### config.mk
export PLATFORM = sky130hd
export DESIGN_NAME = wdog_top
export DESIGN_NICKNAME = d
export VERILOG_FILES = /design/src/rtl/wdog_pkg.sv /design/src/rtl/wdog_div.sv /design/src/rtl/wdog_regs.sv /design/src/rtl/wdog_counter.sv /design/src/rtl/wdog_top.sv
export SDC_FILE = /design/constraint.sdc
export NUM_CORES = 1
export LEC_CHECK = 0
export BUFFER_PORTS_ARGS = -buffer_cell sky130_fd_sc_hd__buf_4
export CAP_MARGIN = 20
export CORE_MARGIN = 2
export CORE_UTILIZATION = 45
export CTS_CLUSTER_SIZE = 10
export DETAILED_ROUTE_END_ITERATION = 10
export GPL_ROUTABILITY_DRIVEN = 0
export GPL_TIMING_DRIVEN = 0
export PLACE_DENSITY = 0.65
export SYNTH_ARGS = -nofsm -noshare
export SYNTH_HDL_FRONTEND = slang
export SYNTH_SLANG_ARGS = --single-unit
### constraint.sdc
create_clock -name clk_i -period 2.8 [get_ports clk_i]
set_clock_uncertainty 0.05 [all_clocks]
set_input_delay 0.56 -clock clk_i [delete_from_list [all_inputs] [get_ports clk_i]]
set_output_delay 0.56 -clock clk_i [all_outputs]
set_load 0.02 [all_outputs]
### src/rtl/wdog_pkg.sv
package wdog_pkg;
  localparam logic ADDR_CTRL = 1'b0;
  localparam logic ADDR_CNT  = 1'b1;

  typedef enum logic [1:0] {
    UNIT_10MS = 2'b00,
    UNIT_1S   = 2'b01,
    UNIT_1MIN = 2'b10,
    UNIT_HALT = 2'b11
  } unit_e;

  localparam logic [7:0] STRAP_CNT_DEF = 8'h0A;
endpackage

### src/rtl/wdog_div.sv
module wdog_div #(
  parameter int DIV = 100
) (
  input  logic clk_i,
  input  logic rst_ni,
  input  logic clear_i,
  input  logic step_i,
  output logic wrap_o
);
  localparam int W = (DIV < 2) ? 1 : $clog2(DIV);
  localparam logic [W-1:0] LAST = W'(DIV - 1);

  logic [W-1:0] cnt_q;

  assign wrap_o = step_i && (cnt_q == LAST);

  always_ff @(posedge clk_i or negedge rst_ni) begin
    if (!rst_ni)       cnt_q <= '0;
    else if (clear_i)  cnt_q <= '0;
    else if (step_i)   cnt_q <= (cnt_q == LAST) ? '0 : cnt_q + 1'b1;
  end

  assert_hold_without_step_R10: assert property (@(posedge clk_i) disable iff (!rst_ni)
    (!clear_i && !step_i) |=> $stable(cnt_q));
endmodule

### src/rtl/wdog_regs.sv
module wdog_regs
  import wdog_pkg::*;
(
  input  logic       clk_i,
  input  logic       rst_ni,
  input  logic       strap_i,
  input  logic       wr_en_i,
  input  logic       addr_i,
  input  logic [7:0] wdata_i,
  input  logic       expire_i,
  output logic [7:0] rdata_o,
  output unit_e      unit_o,
  output logic       load_o,
  output logic [7:0] load_val_o
);
  logic       init_q;
  unit_e      unit_q;
  logic [7:0] cnt_reg_q;
  logic       flag_q;

  logic wr_ctrl, wr_cnt;
  assign wr_ctrl = init_q && wr_en_i && (addr_i == ADDR_CTRL);
  assign wr_cnt  = init_q && wr_en_i && (addr_i == ADDR_CNT);

  // first edge after reset loads strap-selected defaults
  assign load_o     = !init_q || wr_cnt;
  assign load_val_o = !init_q ? (strap_i ? STRAP_CNT_DEF : 8'h00) : wdata_i;

  always_ff @(posedge clk_i or negedge rst_ni) begin
    if (!rst_ni) begin
      init_q    <= 1'b0;
      unit_q    <= UNIT_10MS;
      cnt_reg_q <= '0;
      flag_q    <= 1'b0;
    end else begin
      init_q <= 1'b1;
      if (!init_q) begin
        unit_q    <= strap_i ? UNIT_1S : UNIT_10MS;
        cnt_reg_q <= load_val_o;
      end else begin
        if (wr_ctrl) unit_q <= unit_e'(wdata_i[2:1]);
        if (wr_cnt)  cnt_reg_q <= wdata_i;
      end
      if (expire_i)                    flag_q <= 1'b1;
      else if (wr_ctrl && wdata_i[0])  flag_q <= 1'b0;
    end
  end

  always_comb begin
    if (addr_i == ADDR_CTRL) rdata_o = {5'b0, unit_q, flag_q};
    else                     rdata_o = cnt_reg_q;
  end

  assign unit_o = unit_q;

  assert_flag_set_R6: assert property (@(posedge clk_i) disable iff (!rst_ni)
    expire_i |=> flag_q);
  assert_flag_clear_R7: assert property (@(posedge clk_i) disable iff (!rst_ni)
    (wr_ctrl && wdata_i[0] && !expire_i) |=> !flag_q);
  assert_flag_keep_R7: assert property (@(posedge clk_i) disable iff (!rst_ni)
    (flag_q && !(wr_ctrl && wdata_i[0])) |=> flag_q);
  assert_rsvd_zero_R1: assert property (@(posedge clk_i) disable iff (!rst_ni)
    (addr_i == ADDR_CTRL) |-> (rdata_o[7:3] == 5'b0));
endmodule

### src/rtl/wdog_counter.sv
module wdog_counter #(
  parameter int CW = 8
) (
  input  logic          clk_i,
  input  logic          rst_ni,
  input  logic          load_i,
  input  logic [CW-1:0] load_val_i,
  input  logic          unit_strobe_i,
  output logic          expire_o
);
  logic [CW-1:0] cnt_q;
  logic          exp_q;

  always_ff @(posedge clk_i or negedge rst_ni) begin
    if (!rst_ni) begin
      cnt_q <= '0;
      exp_q <= 1'b0;
    end else begin
      exp_q <= 1'b0;
      if (load_i) begin
        cnt_q <= load_val_i;
      end else if (unit_strobe_i && (cnt_q != '0)) begin
        cnt_q <= cnt_q - 1'b1;
        if (cnt_q == CW'(1)) exp_q <= 1'b1;
      end
    end
  end

  assign expire_o = exp_q;

  assert_single_pulse_R6: assert property (@(posedge clk_i) disable iff (!rst_ni)
    exp_q |=> !exp_q);
  assert_load_value_R3: assert property (@(posedge clk_i) disable iff (!rst_ni)
    load_i |=> (cnt_q == $past(load_val_i)));
  assert_idle_stays_R4: assert property (@(posedge clk_i) disable iff (!rst_ni)
    (!load_i && cnt_q == '0) |=> (cnt_q == '0 && !exp_q));
  assert_no_rise_R5: assert property (@(posedge clk_i) disable iff (!rst_ni)
    !load_i |=> (cnt_q <= $past(cnt_q)));
endmodule

### src/rtl/wdog_top.sv
module wdog_top
  import wdog_pkg::*;
#(
  parameter int TICKS_PER_10MS = 10000,
  parameter int HUND_PER_S     = 100,
  parameter int S_PER_MIN      = 60
) (
  input  logic       clk_i,
  input  logic       rst_ni,
  input  logic       strap_i,
  input  logic       tick_i,
  input  logic       wr_en_i,
  input  logic       addr_i,
  input  logic [7:0] wdata_i,
  output logic [7:0] rdata_o,
  output logic       expired_o
);
  localparam int NSTAGE = 3;

  function automatic int stage_div(input int idx);
    case (idx)
      0:       return TICKS_PER_10MS;
      1:       return HUND_PER_S;
      default: return S_PER_MIN;
    endcase
  endfunction

  unit_e       unit;
  logic        load;
  logic [7:0]  load_val;
  logic [NSTAGE-1:0] strobe;
  logic        unit_strobe;

  wdog_regs u_regs (
    .clk_i      (clk_i),
    .rst_ni     (rst_ni),
    .strap_i    (strap_i),
    .wr_en_i    (wr_en_i),
    .addr_i     (addr_i),
    .wdata_i    (wdata_i),
    .expire_i   (expired_o),
    .rdata_o    (rdata_o),
    .unit_o     (unit),
    .load_o     (load),
    .load_val_o (load_val)
  );

  for (genvar g = 0; g < NSTAGE; g++) begin : g_stage
    logic step;
    if (g == 0) begin : g_first
      assign step = tick_i;
    end else begin : g_next
      assign step = strobe[g-1];
    end
    wdog_div #(.DIV(stage_div(g))) u_div (
      .clk_i   (clk_i),
      .rst_ni  (rst_ni),
      .clear_i (load),
      .step_i  (step),
      .wrap_o  (strobe[g])
    );
  end

  always_comb begin
    case (unit)
      UNIT_10MS: unit_strobe = strobe[0];
      UNIT_1S:   unit_strobe = strobe[1];
      UNIT_1MIN: unit_strobe = strobe[2];
      default:   unit_strobe = 1'b0;
    endcase
  end

  wdog_counter #(.CW(8)) u_cnt (
    .clk_i         (clk_i),
    .rst_ni        (rst_ni),
    .load_i        (load),
    .load_val_i    (load_val),
    .unit_strobe_i (unit_strobe),
    .expire_o      (expired_o)
  );

  assert_halt_unit_R8: assert property (@(posedge clk_i) disable iff (!rst_ni)
    (unit == UNIT_HALT && !load) |=> !expired_o);
endmodule

==> results.py, run 1 <==
metrics = {
    "setup_path": {
        "crit_arrival_ps": 2740,
        "crit_path_top_delay_cell": "or4_4",
        "startpoint_type": "flip-flop",
        "path_class": "flip-flop to flip-flop",
        "crit_buf_inv": 1,
        "cp.depth": 7,
        "crit_family": "simple AND/OR/NAND/NOR gates",
        "endpoint_kind": "flip-flop",
        "slowest_delay_ps": 600,
        "path_cells": "ha_1, nand3_1, or4_4, a211oi_2, buf_2, nor3_1, a211oi_1",
        "cp_max_fo": 10,
        "rr_worst_depth": 7,
        "required_ps": 2960,
    },
    "routing": {
        "drtAntennaViolNets": 0,
        "vias": 2189,
        "first_iter_violations": 101,
        "route.detailed.drc": 0,
        "routed_wl_mm": 5.890,
        "via_per_inst": 5.570,
        "wl_per_cell_um": 14.99,
        "drt-pass1-iter-count": 4,
    },
    "final_layout": {
        "multi_input_area_um2": 1383,
        "fill_cells": 547,
        "final_area_um2": 3019,
        "diodes": 0,
        "drive_gt1_frac": 0.1246,
        "num-nets-final": 340,
        "synthToLayoutAreaGrowth_pct": 13.98,
        "seqCellArea_um2": 1201,
    },
    "clock_tree": {
        "post_cts_resized": 0,
        "cts_buffers": 5,
        "holdBufCountCts": 0,
        "cts_setup_buffers": 0,
        "cts_tree": "built",
        "clock_path_buffers": 2,
        "htreeDepth": 2,
        "clock_sinks": 48,
        "clk_pin_slew_ps": 100,
        "worstSkewPairLatency_ps": 310,
        "cts-root-buf": "clkbuf_8",
    },
    "floorplan": {
        "die_area_um2": 6516,
        "core_area_um2": 5608,
        "die_width_um": 80.72,
        "die_y_um": 80.72,
        "num_rows": 27,
        "floorplan.initialDensity": 0.4723,
        "io_pins": 23,
    },
    "power_and_ir_drop": {
        "ir_worst_vdd_v": 0.0002783,
        "p_leak_nw": 1.329,
        "power_mw": 1.407,
        "p_per_area_nw_per_um2": 466.1,
    },
    "yosys": {
        "yosys-top-cells-area": "dfrtp_1, nand2_1, nor2_1",
        "yosys_register_bits": 48,
        "yosys.area.top_type": "dfrtp_1",
        "netlist.area_leader.share": 0.4535,
        "synth_common_cells": "dfrtp_1, nand2_1, nor2_1, o21ai_0, nand3_1",
        "yosysWarningCount": 0,
        "synth_most_common_cell": "dfrtp_1",
        "ys_types": 55,
        "synth_edf_count": 0,
        "syn_nets": 311,
        "synthFlopType": "dfrtp_1",
        "seq_area_frac_synth": 0.4535,
        "syn_inst": 291,
        "syn-cell-area_um2": 2649,
        "avgSynthCellArea_um2": 9.102,
        "async_flop_share": 1.000,
    },
    "timing": {
        "slew_violations": 0,
        "worst_slew_pin_slew_ps": 1060,
        "holdWs_ps": 193.7,
        "relSlewSlack": 0.2870,
        "finalSetupTns_ps": 0,
        "rsz0062_at_grt": "no",
        "fin_ws_ps": 216.6,
        "fmax_mhz": 387.1,
        "min_period_over_period": 0.9226,
        "setup_viol": 0,
        "min_period_ps": 2583,
        "final-hold-violation-count": 0,
    },
    "placement": {
        "dp_hpwl_mm": 4.064,
        "dp_slack_ps": 225.0,
        "dpl_cell_area_um2": 2904,
        "io_buffers": 22,
    },
    "grt": {
        "antenna_found_initial": 0,
        "grt_pass1_wl_mm": 9.970,
        "use_met3": 0.03708,
        "grt_pass1_vias": 2060,
        "busiest_layer": "met2",
        "gr-usage-all-layers": 0.1979,
        "grt_max_degree": 49,
        "met2_usage": 0.3083,
        "grt_overflow_total": 0,
        "grt_use_met1": 0.2843,
    },
    "run": {
        "cap_violations": 0,
    },
    "status": {
        "status": "finished, final reports clean",
    },
    "hold_path": {
        "worstHoldPathType": "primary input to async pin",
    },
}
==> kinds of logic after synthesis <==
| family | after synthesis | share of synthesized area |
|---|---|---|
| flops | 48 | 0.4535 |
| simple gates | 139 | 0.2674 |
| mux | 5 | 0.01984 |
| xor+xnor | 13 | 0.04299 |
| other cells | 1 | 0.001416 |
| buf+inv | 16 | 0.02598 |
| compound gates | 63 | 0.1606 |
| fa+ha+maj | 6 | 0.02834 |
==> layer usage <==
| layer | routed length (um) | up-vias |
|---|---|---|
| met5 | 0 | - |
| met4 | 42 | 0 |
| met3 | 174 | 4 |
| met2 | 2723 | 30 |
| met1 | 2949 | 1051 |
| li1 | - | 1104 |
==> worst register-to-register path, cell delays in order (launching register included) <==
cell	delay, ps
dfrtp_1	400
ha_1	270
nand3_1	220
or4_4	600
a211oi_2	380
buf_2	300
nor3_1	70
a211oi_1	200
==> state kept, by name (all words and copies together), names as in the netlist <==
name                 flops
g_stage.u_div.cnt_q     27
u_cnt.cnt_q              8
u_regs.cnt_reg_q         8
u_regs.unit_o            2
u_cnt.expire_o           1
u_regs.flag_q            1
u_regs.init_q            1
==> per-stage QoR <==
stage | std cells | util
detailed placement | 385 | 0.5178
floorplan | 291 | -
global placement | 385 | 0.5178
CTS | 393 | 0.5377
global route | 393 | 0.5384
finish | 393 | 0.5384
==> power by group <==
group	switching (mW)	internal (mW)	leakage, nW	total (mW)
logic	0.100	0.0650	0.627	0.165
registers	0.0218	0.713	0.648	0.735
clock network	0.243	0.265	0.0541	0.507
total	0.365	1.04	1.33	1.41
==> cells in the final DEF, fill, tap and decap left out, types with 2 or more instances in the layout <==
cell type  Yosys  final
a211oi_1       2      2
nor4b_1        2      2
nand3b_1       2      2
a21oi_1       13     13
nor2b_1        2      2
and2_1         7      7
and4b_1        2      2
nor4_1         3      3
nand4_1        5      5
or4_1          2      2
o21a_1         3      3
and3_1         7      7
nor3_1         8      8
or4_4          2      2
inv_1          5      5
mux2_2         2      2
nor2_1        32     32
or3_1          5      5
mux2i_1        3      3
dfrtp_1       48     48
a311oi_1       4      4
xor2_1         7      7
o21ai_0       15     15
o22ai_1        3      3
ha_1           6      6
buf_4          0     22
a41oi_1        3      3
a21boi_0       5      5
nand2_1       37     37
xnor2_1        6      6
clkbuf_1       8      8
nand3_1       14     14
nand2b_1       4      4
clkbuf_8       0      5
==> cell type report <==
cell class	count	area share
tap	72	0.02984
buffer	11	0.01658
clock buffer	5	0.02279
sequential	48	0.3978
inverter	5	0.006216
timing repair buffer	22	0.05470
multi-input combinational	227	0.4579
clock inverter	3	0.01409
==> worst paths after layout <==
path / start / to / slack (ps)
setup / recovery: g_stage[0].u_div.cnt_q[0] / u_cnt.cnt_q[0] / 220
hold / removal: rst_ni / g_stage[2].u_div.cnt_q[4] / 190
setup reg to reg: g_stage[0].u_div.cnt_q[0] / u_cnt.cnt_q[0] / 220
hold reg to reg: u_regs.cnt_reg_q[4] / u_regs.cnt_reg_q[4] / 430
max in group asynchronous: rst_ni / g_stage[0].u_div.cnt_q[8] / 2070
min in group clk_i: u_regs.cnt_reg_q[4] / u_regs.cnt_reg_q[4] / 430
Power figures use the tool's default switching activity.
==> run 2, diff against run 1 <==
--- a/config.mk
+++ b/config.mk
@@ -13,7 +13,7 @@
 export DETAILED_ROUTE_END_ITERATION = 10
 export GPL_ROUTABILITY_DRIVEN = 0
 export GPL_TIMING_DRIVEN = 0
-export PLACE_DENSITY = 0.65
+export PLACE_DENSITY = 0.72
 export SYNTH_ARGS = -nofsm -noshare
 export SYNTH_HDL_FRONTEND = slang
 export SYNTH_SLANG_ARGS = --single-unit
==> run 2 against run 1 <==
Compared with the run above: largest power group unchanged; via count rose by 3.0%; sequential power barely moved; utilization fell by 0.18 points; sequential share of layout area rose by 0.13 points; combinational power barely moved; cell area fell by 0.33%; non-clock buffer count did not move; first-iteration DRC count rose by 58%; highest routed layer unchanged.
==> results.py, run 2 (synthesized netlist as in run 1, its figures left out) <==
metrics = {
    "final_layout": {
        "num-nets-final": 340,
        "synthToLayoutAreaGrowth_pct": 13.60,
        "layout_common_cells": "dfrtp_1, nand2_1, nor2_1",
        "top_register": "g_stage.u_div.cnt_q",
        "diodes": 0,
        "largestRegisters": "g_stage.u_div.cnt_q x27, u_cnt.cnt_q x8, u_regs.cnt_reg_q x8",
        "fin_util": 0.5366,
        "drive_gt1_frac": 0.1191,
        "final_common_cell": "dfrtp_1",
        "largest_register_ffs": 27,
    },
    "clock_tree": {
        "cts-root-buf": "clkbuf_8",
        "htreeDepth": 2,
        "cts_setup_buffers": 0,
        "clock_path_buffers": 2,
        "cts_buffers": 5,
        "clk_pin_slew_ps": 90,
        "cts_tree": "built",
        "worstSkewPairLatency_ps": 310,
        "clock_sinks": 48,
    },
    "routing": {
        "drtAntennaViolNets": 0,
        "wl_per_cell_um": 15.58,
        "vias": 2254,
        "drt-pass1-iter-count": 4,
        "first_iter_violations": 160,
        "via_per_inst": 5.765,
        "routed_wl_mm": 6.093,
        "route.detailed.drc": 0,
    },
    "timing": {
        "rsz0062_at_grt": "no",
        "slew_violations": 0,
        "relSlewSlack": 0.3007,
        "setup_viol": 0,
        "finalSetupTns_ps": 0,
        "final-hold-violation-count": 0,
        "min_period_over_period": 0.9419,
        "worst_slew_pin_slew_ps": 1039,
        "min_period_ps": 2637,
        "fmax_mhz": 379.2,
    },
    "setup_path": {
        "worstSetupEndpoint": "g_stage[2].u_div.cnt_q[2]",
        "required_ps": 2950,
        "endpoint_kind": "flip-flop",
        "timing.rr.end": "g_stage[2].u_div.cnt_q[2]",
        "path_cells": "or4_4, or4_4, buf_6, o21ai_1, o21ai_0, a32o_1",
        "regToRegSetupSlack_ps": 160,
        "slowest_delay_ps": 560,
        "cp_max_fo": 10,
        "crit_arrival_ps": 2790,
        "crit_path_top_delay_cell": "or4_4",
        "cp_common_cell": "or4_4",
        "path_class": "flip-flop to flip-flop",
        "startpoint_type": "flip-flop",
        "cp-startpoint": "g_stage[0].u_div.cnt_q[11]",
        "r2r_start": "g_stage[0].u_div.cnt_q[11]",
        "rr_worst_depth": 6,
    },
    "placement": {
        "io_buffers": 22,
        "dp_hpwl_mm": 4.221,
    },
    "floorplan": {
        "die_area_um2": 6516,
        "num_rows": 27,
        "die_width_um": 80.72,
        "floorplan.initialDensity": 0.4723,
        "die_y_um": 80.72,
        "io_pins": 23,
        "core_area_um2": 5608,
    },
    "power_and_ir_drop": {
        "ir_worst_vdd_v": 0.0002015,
        "p_leak_nw": 1.326,
        "p_per_area_nw_per_um2": 462.8,
        "power_mw": 1.393,
    },
    "grt": {
        "grt_pass1_wl_mm": 10.15,
        "antenna_found_initial": 0,
        "grt_pass1_vias": 2105,
        "grt_overflow_total": 0,
        "gr-usage-all-layers": 0.2018,
        "grt_max_degree": 49,
    },
    "run": {
        "cap_violations": 0,
    },
    "status": {
        "status": "finished, final reports clean",
    },
    "hold_path": {
        "worstHoldPathType": "primary input to async pin",
    },
}
[run 2: cell types whose count changed in the layout (fill, tap and decap cells not counted), sizes merged]
cell,delta
clkinv,-1
clkinvlp,-1
[run 2: layer usage]
metal | vias to the layer above | track usage | share of wire
met5 | - | 0 | 0
met4 | 0 | 0.06441 | 0.011
met3 | 7 | 0.03708 | 0.033
met2 | 35 | 0.3175 | 0.47
met1 | 1101 | 0.2828 | 0.49
li1 | 1111 | - | -
[run 2: final cells by class]
class,instances,area [um^2]
repair buffers,22,165.2
flip-flops and latches,48,1201
clock inverters,1,30.03
inverters,5,18.77
plain buffers,11,50.05
multi-input cells,227,1385
clock buffers,5,68.82
well taps,72,90.09
fillers,524,2599
[run 2: worst max-delay path, delay by kind of cell, from the launching register on]
family,cells,cell delay [ps]
buffers and inverters,1,160
DFF,1,420
AOI/OAI and AO/OA,3,820
and+or+nand+nor,2,1090
[run 2: power breakdown]
part	internal, mW	total, mW	switching [mW]
Combinational	0.0650	0.167	0.102
Sequential	0.713	0.735	0.0214
Clock	0.257	0.491	0.234
[run 2: stage by stage]
stage / hold slack (ps) / instances / worst slack (ps) / area (um^2)
after floorplan: 214.4 / 291 / 384.9 / 2649
after global placement: 391.6 / 385 / 194.1 / 2904
after detailed placement: 405.1 / 385 / 185.8 / 2904
after CTS: 240.2 / 391 / 167.9 / 3003
after global routing: 254.2 / 391 / 49.53 / 3009
final: 203.7 / 391 / 162.7 / 3009
[run 2: how the worst min path moves through the flow]
stage | to | depth (start not counted) | from | slack [ps]
after floorplan | g_stage[0].u_div.cnt_q[0] | 0 | rst_ni | 210
after global placement | u_regs.flag_q | 1 | u_cnt.expire_o | 390
after detailed placement | u_regs.flag_q | 1 | u_cnt.expire_o | 410
after CTS | u_regs.flag_q | 1 | rst_ni | 240
after global routing | u_regs.flag_q | 1 | rst_ni | 250
final | u_regs.cnt_reg_q[0] | 1 | rst_ni | 200
[run 2: what timing repair did]
item                       CTS  global route
setup endpoints to repair    0             1
hold buffers                 0             0
gates resized for setup      0             1
==> run 3, diff against run 2 <==
--- a/config.mk
+++ b/config.mk
@@ -5,6 +5,7 @@
 export SDC_FILE = /design/constraint.sdc
 export NUM_CORES = 1
 export LEC_CHECK = 0
+export ABC_AREA = 1
 export BUFFER_PORTS_ARGS = -buffer_cell sky130_fd_sc_hd__buf_4
 export CAP_MARGIN = 20
 export CORE_MARGIN = 2
@@ -14,6 +15,7 @@
 export GPL_ROUTABILITY_DRIVEN = 0
 export GPL_TIMING_DRIVEN = 0
 export PLACE_DENSITY = 0.72
+export SLEW_MARGIN = 5
 export SYNTH_ARGS = -nofsm -noshare
 export SYNTH_HDL_FRONTEND = slang
 export SYNTH_SLANG_ARGS = --single-unit
==> run 3 against run 2 <==
Compared with the run above: clock power shrank 14%; critical path type is now primary input to output pin; largest power group unchanged; area after synthesis grew 7.5%; routed wire length grew 3.7%; first-iteration DRC count shrank 21%; flip-flop and latch count is the same; largest cell class unchanged; maximum frequency grew 30%; count of clock-buffer cells in the layout is the same; via count grew 13%; power grew 4.0%; highest routed layer unchanged; hold slack lost 7.0 ps; synthesized cell count grew 32%.
==> results.py, run 3 <==
metrics = {
    "grt": {
        "grt_max_degree": 49,
        "use_met3": 0.04550,
        "gr-usage-all-layers": 0.1953,
        "grt_overflow_total": 0,
        "met2_usage": 0.3497,
        "busiest_layer": "met2",
        "grt_use_met1": 0.2320,
        "grt_pass1_vias": 2540,
        "antenna_found_initial": 0,
        "grt_pass1_wl_mm": 11.20,
    },
    "final_layout": {
        "num-nets-final": 432,
        "final_common_cell": "nand2_1",
        "diodes": 0,
        "largest_register_ffs": 27,
        "synthToLayoutAreaGrowth_pct": 12.17,
        "top_register": "g_stage.u_div.cnt_q",
        "layout_common_cells": "nand2_1, dfrtp_1, inv_1",
        "fill_cells": 582,
        "largestRegisters": "g_stage.u_div.cnt_q x27, u_cnt.cnt_q x8, u_regs.cnt_reg_q x8",
        "drive_gt1_frac": 0.1477,
    },
    "timing": {
        "finalSetupTns_ps": 0,
        "slew_violations": 0,
        "setup_viol": 0,
        "holdWs_ps": 196.7,
        "worst_slew_pin_slew_ps": 620.1,
        "fmax_mhz": 494.1,
        "relSlewSlack": 0.5866,
        "min_period_over_period": 0.7229,
        "final-hold-violation-count": 0,
        "min_period_ps": 2024,
        "rsz0062_at_grt": "no",
    },
    "setup_path": {
        "crit_path_top_delay_cell": "clkbuf_1",
        "startpoint_type": "primary input",
        "cp_max_fo": 10,
        "required_ps": 2190,
        "crit_arrival_ps": 1410,
        "slowest_delay_ps": 370,
        "cp_common_cell": "buf_4",
        "path_cells": "buf_4, clkbuf_1, o21ai_0, buf_4",
        "path_class": "primary input to output pin",
        "endpoint_kind": "output pin",
    },
    "yosys": {
        "synth_most_common_cell": "nand2_1",
        "yosys-top-cells-area": "dfrtp_1, nand2_1, nand3_1",
        "syn_inst": 383,
        "yosys.area.top_type": "dfrtp_1",
        "synth_common_cells": "nand2_1, dfrtp_1, inv_1, nor2_1, nand3_1",
        "synthFlopType": "dfrtp_1",
        "synth_edf_count": 0,
        "syn-cell-area_um2": 2848,
        "yosys_register_bits": 48,
        "syn_nets": 403,
        "async_flop_share": 1.000,
        "seq_area_frac_synth": 0.4218,
        "ys_types": 32,
        "avgSynthCellArea_um2": 7.435,
        "netlist.area_leader.share": 0.4218,
        "yosysWarningCount": 0,
    },
    "routing": {
        "wl_per_cell_um": 12.94,
        "vias": 2549,
        "via_per_inst": 5.223,
        "routed_wl_mm": 6.316,
        "drtAntennaViolNets": 0,
        "first_iter_violations": 126,
        "drt-pass1-iter-count": 4,
        "route.detailed.drc": 0,
    },
    "power_and_ir_drop": {
        "clkPwrFrac": 0.290,
        "combPwrFrac": 0.182,
        "p_per_area_nw_per_um2": 453.2,
        "p_leak_nw": 1.675,
        "switching_share": 0.3070,
        "p_int_mw": 1.003,
        "ir_worst_vdd_v": 0.0003404,
        "pwr-share-seq": 0.527,
        "p_sw_mw": 0.4444,
    },
    "floorplan": {
        "die_y_um": 83.55,
        "num_rows": 28,
        "die_width_um": 83.55,
        "die_area_um2": 6981,
        "io_pins": 23,
        "floorplan.initialDensity": 0.4726,
        "core_area_um2": 6026,
    },
    "hold_path": {
        "worstHoldPathType": "primary input to async pin",
    },
    "clock_tree": {
        "post_cts_resized": 0,
        "holdBufCountCts": 0,
        "clock_path_buffers": 2,
        "worstSkewPairLatency_ps": 310,
        "clk_pin_slew_ps": 100,
        "htreeDepth": 2,
        "cts_tree": "built",
        "clock_sinks": 48,
        "cts_setup_buffers": 0,
        "cts-root-buf": "clkbuf_8",
        "cts_buffers": 5,
    },
    "placement": {
        "dp_hpwl_mm": 4.635,
        "io_buffers": 22,
    },
    "run": {
        "cap_violations": 0,
    },
    "status": {
        "status": "finished, final reports clean",
    },
}
## run 3: through the flow
stage	cells	cell area [um^2]	total power [mW]	util	setup WS (ps)
floorplan	383	2848	0.9552	-	943.8
global placement	480	3107	1.035	0.5156	766.2
detailed placement	480	3107	1.041	0.5156	778.3
CTS	488	3194	1.464	0.5301	784.1
global route	488	3194	1.538	0.5301	652.6
finish	488	3194	1.448	0.5301	776.0
## run 3: cell type report
cell class	instances	area [um^2]	area share
inverters	46	172.7	0.05405
clock inverters	3	18.77	0.005875
clock buffers	5	68.82	0.02154
repair buffers	22	165.2	0.05170
well taps	75	93.84	0.02938
flip-flops and latches	48	1201	0.3760
plain buffers	7	46.29	0.01449
multi-input cells	282	1428	0.4469
## run 3: worst max-delay path, delay by kind of cell
family                 cells  cell delay (ps)
buffers and inverters      3              670
AO/OA/AOI/OAI              1              190
## run 3: cells by family after synthesis
group                      after synthesis  share of synthesized area
and+or+nand+nor                        226                     0.3677
buffers and inverters                   53                    0.07689
DFF                                     48                     0.4218
AOI/OAI and AO/OA                       39                    0.07513
xor gates and xnor gates                10                    0.03075
adders and majority gates                6                    0.02636
other                                    1                   0.001317
## run 3: final timing paths
path / cells past startpoint / slack (ps) / start / end
worst min-delay path: 1 / 200 / rst_ni / g_stage[1].u_div.cnt_q[6]
worst max-delay path: 4 / 780 / addr_i / rdata_o[2]
worst max register to register: 9 / 960 / g_stage[1].u_div.cnt_q[0] / u_cnt.cnt_q[7]
max in group asynchronous: 1 / 2070 / rst_ni / g_stage[2].u_div.cnt_q[3]
worst min register to register: 2 / 430 / u_regs.cnt_reg_q[5] / u_regs.cnt_reg_q[5]
min in group clk_i: 2 / 430 / u_regs.cnt_reg_q[5] / u_regs.cnt_reg_q[5]
## run 3: metal layers
metal | vias to the layer above | wire length (um)
li1 | 1277 | -
met1 | 1192 | 2734
met2 | 73 | 3154
met3 | 7 | 371
met4 | 0 | 56
met5 | - | 0
## run 3: power by group through the flow
stage	Clock (mW)	Sequential [mW]	Combinational [mW]
floorplan	0	0.768	0.187
global route	0.467	0.769	0.302
detailed placement	0	0.775	0.265
finish	0.421	0.763	0.264
CTS	0.436	0.762	0.266
global placement	0	0.774	0.261
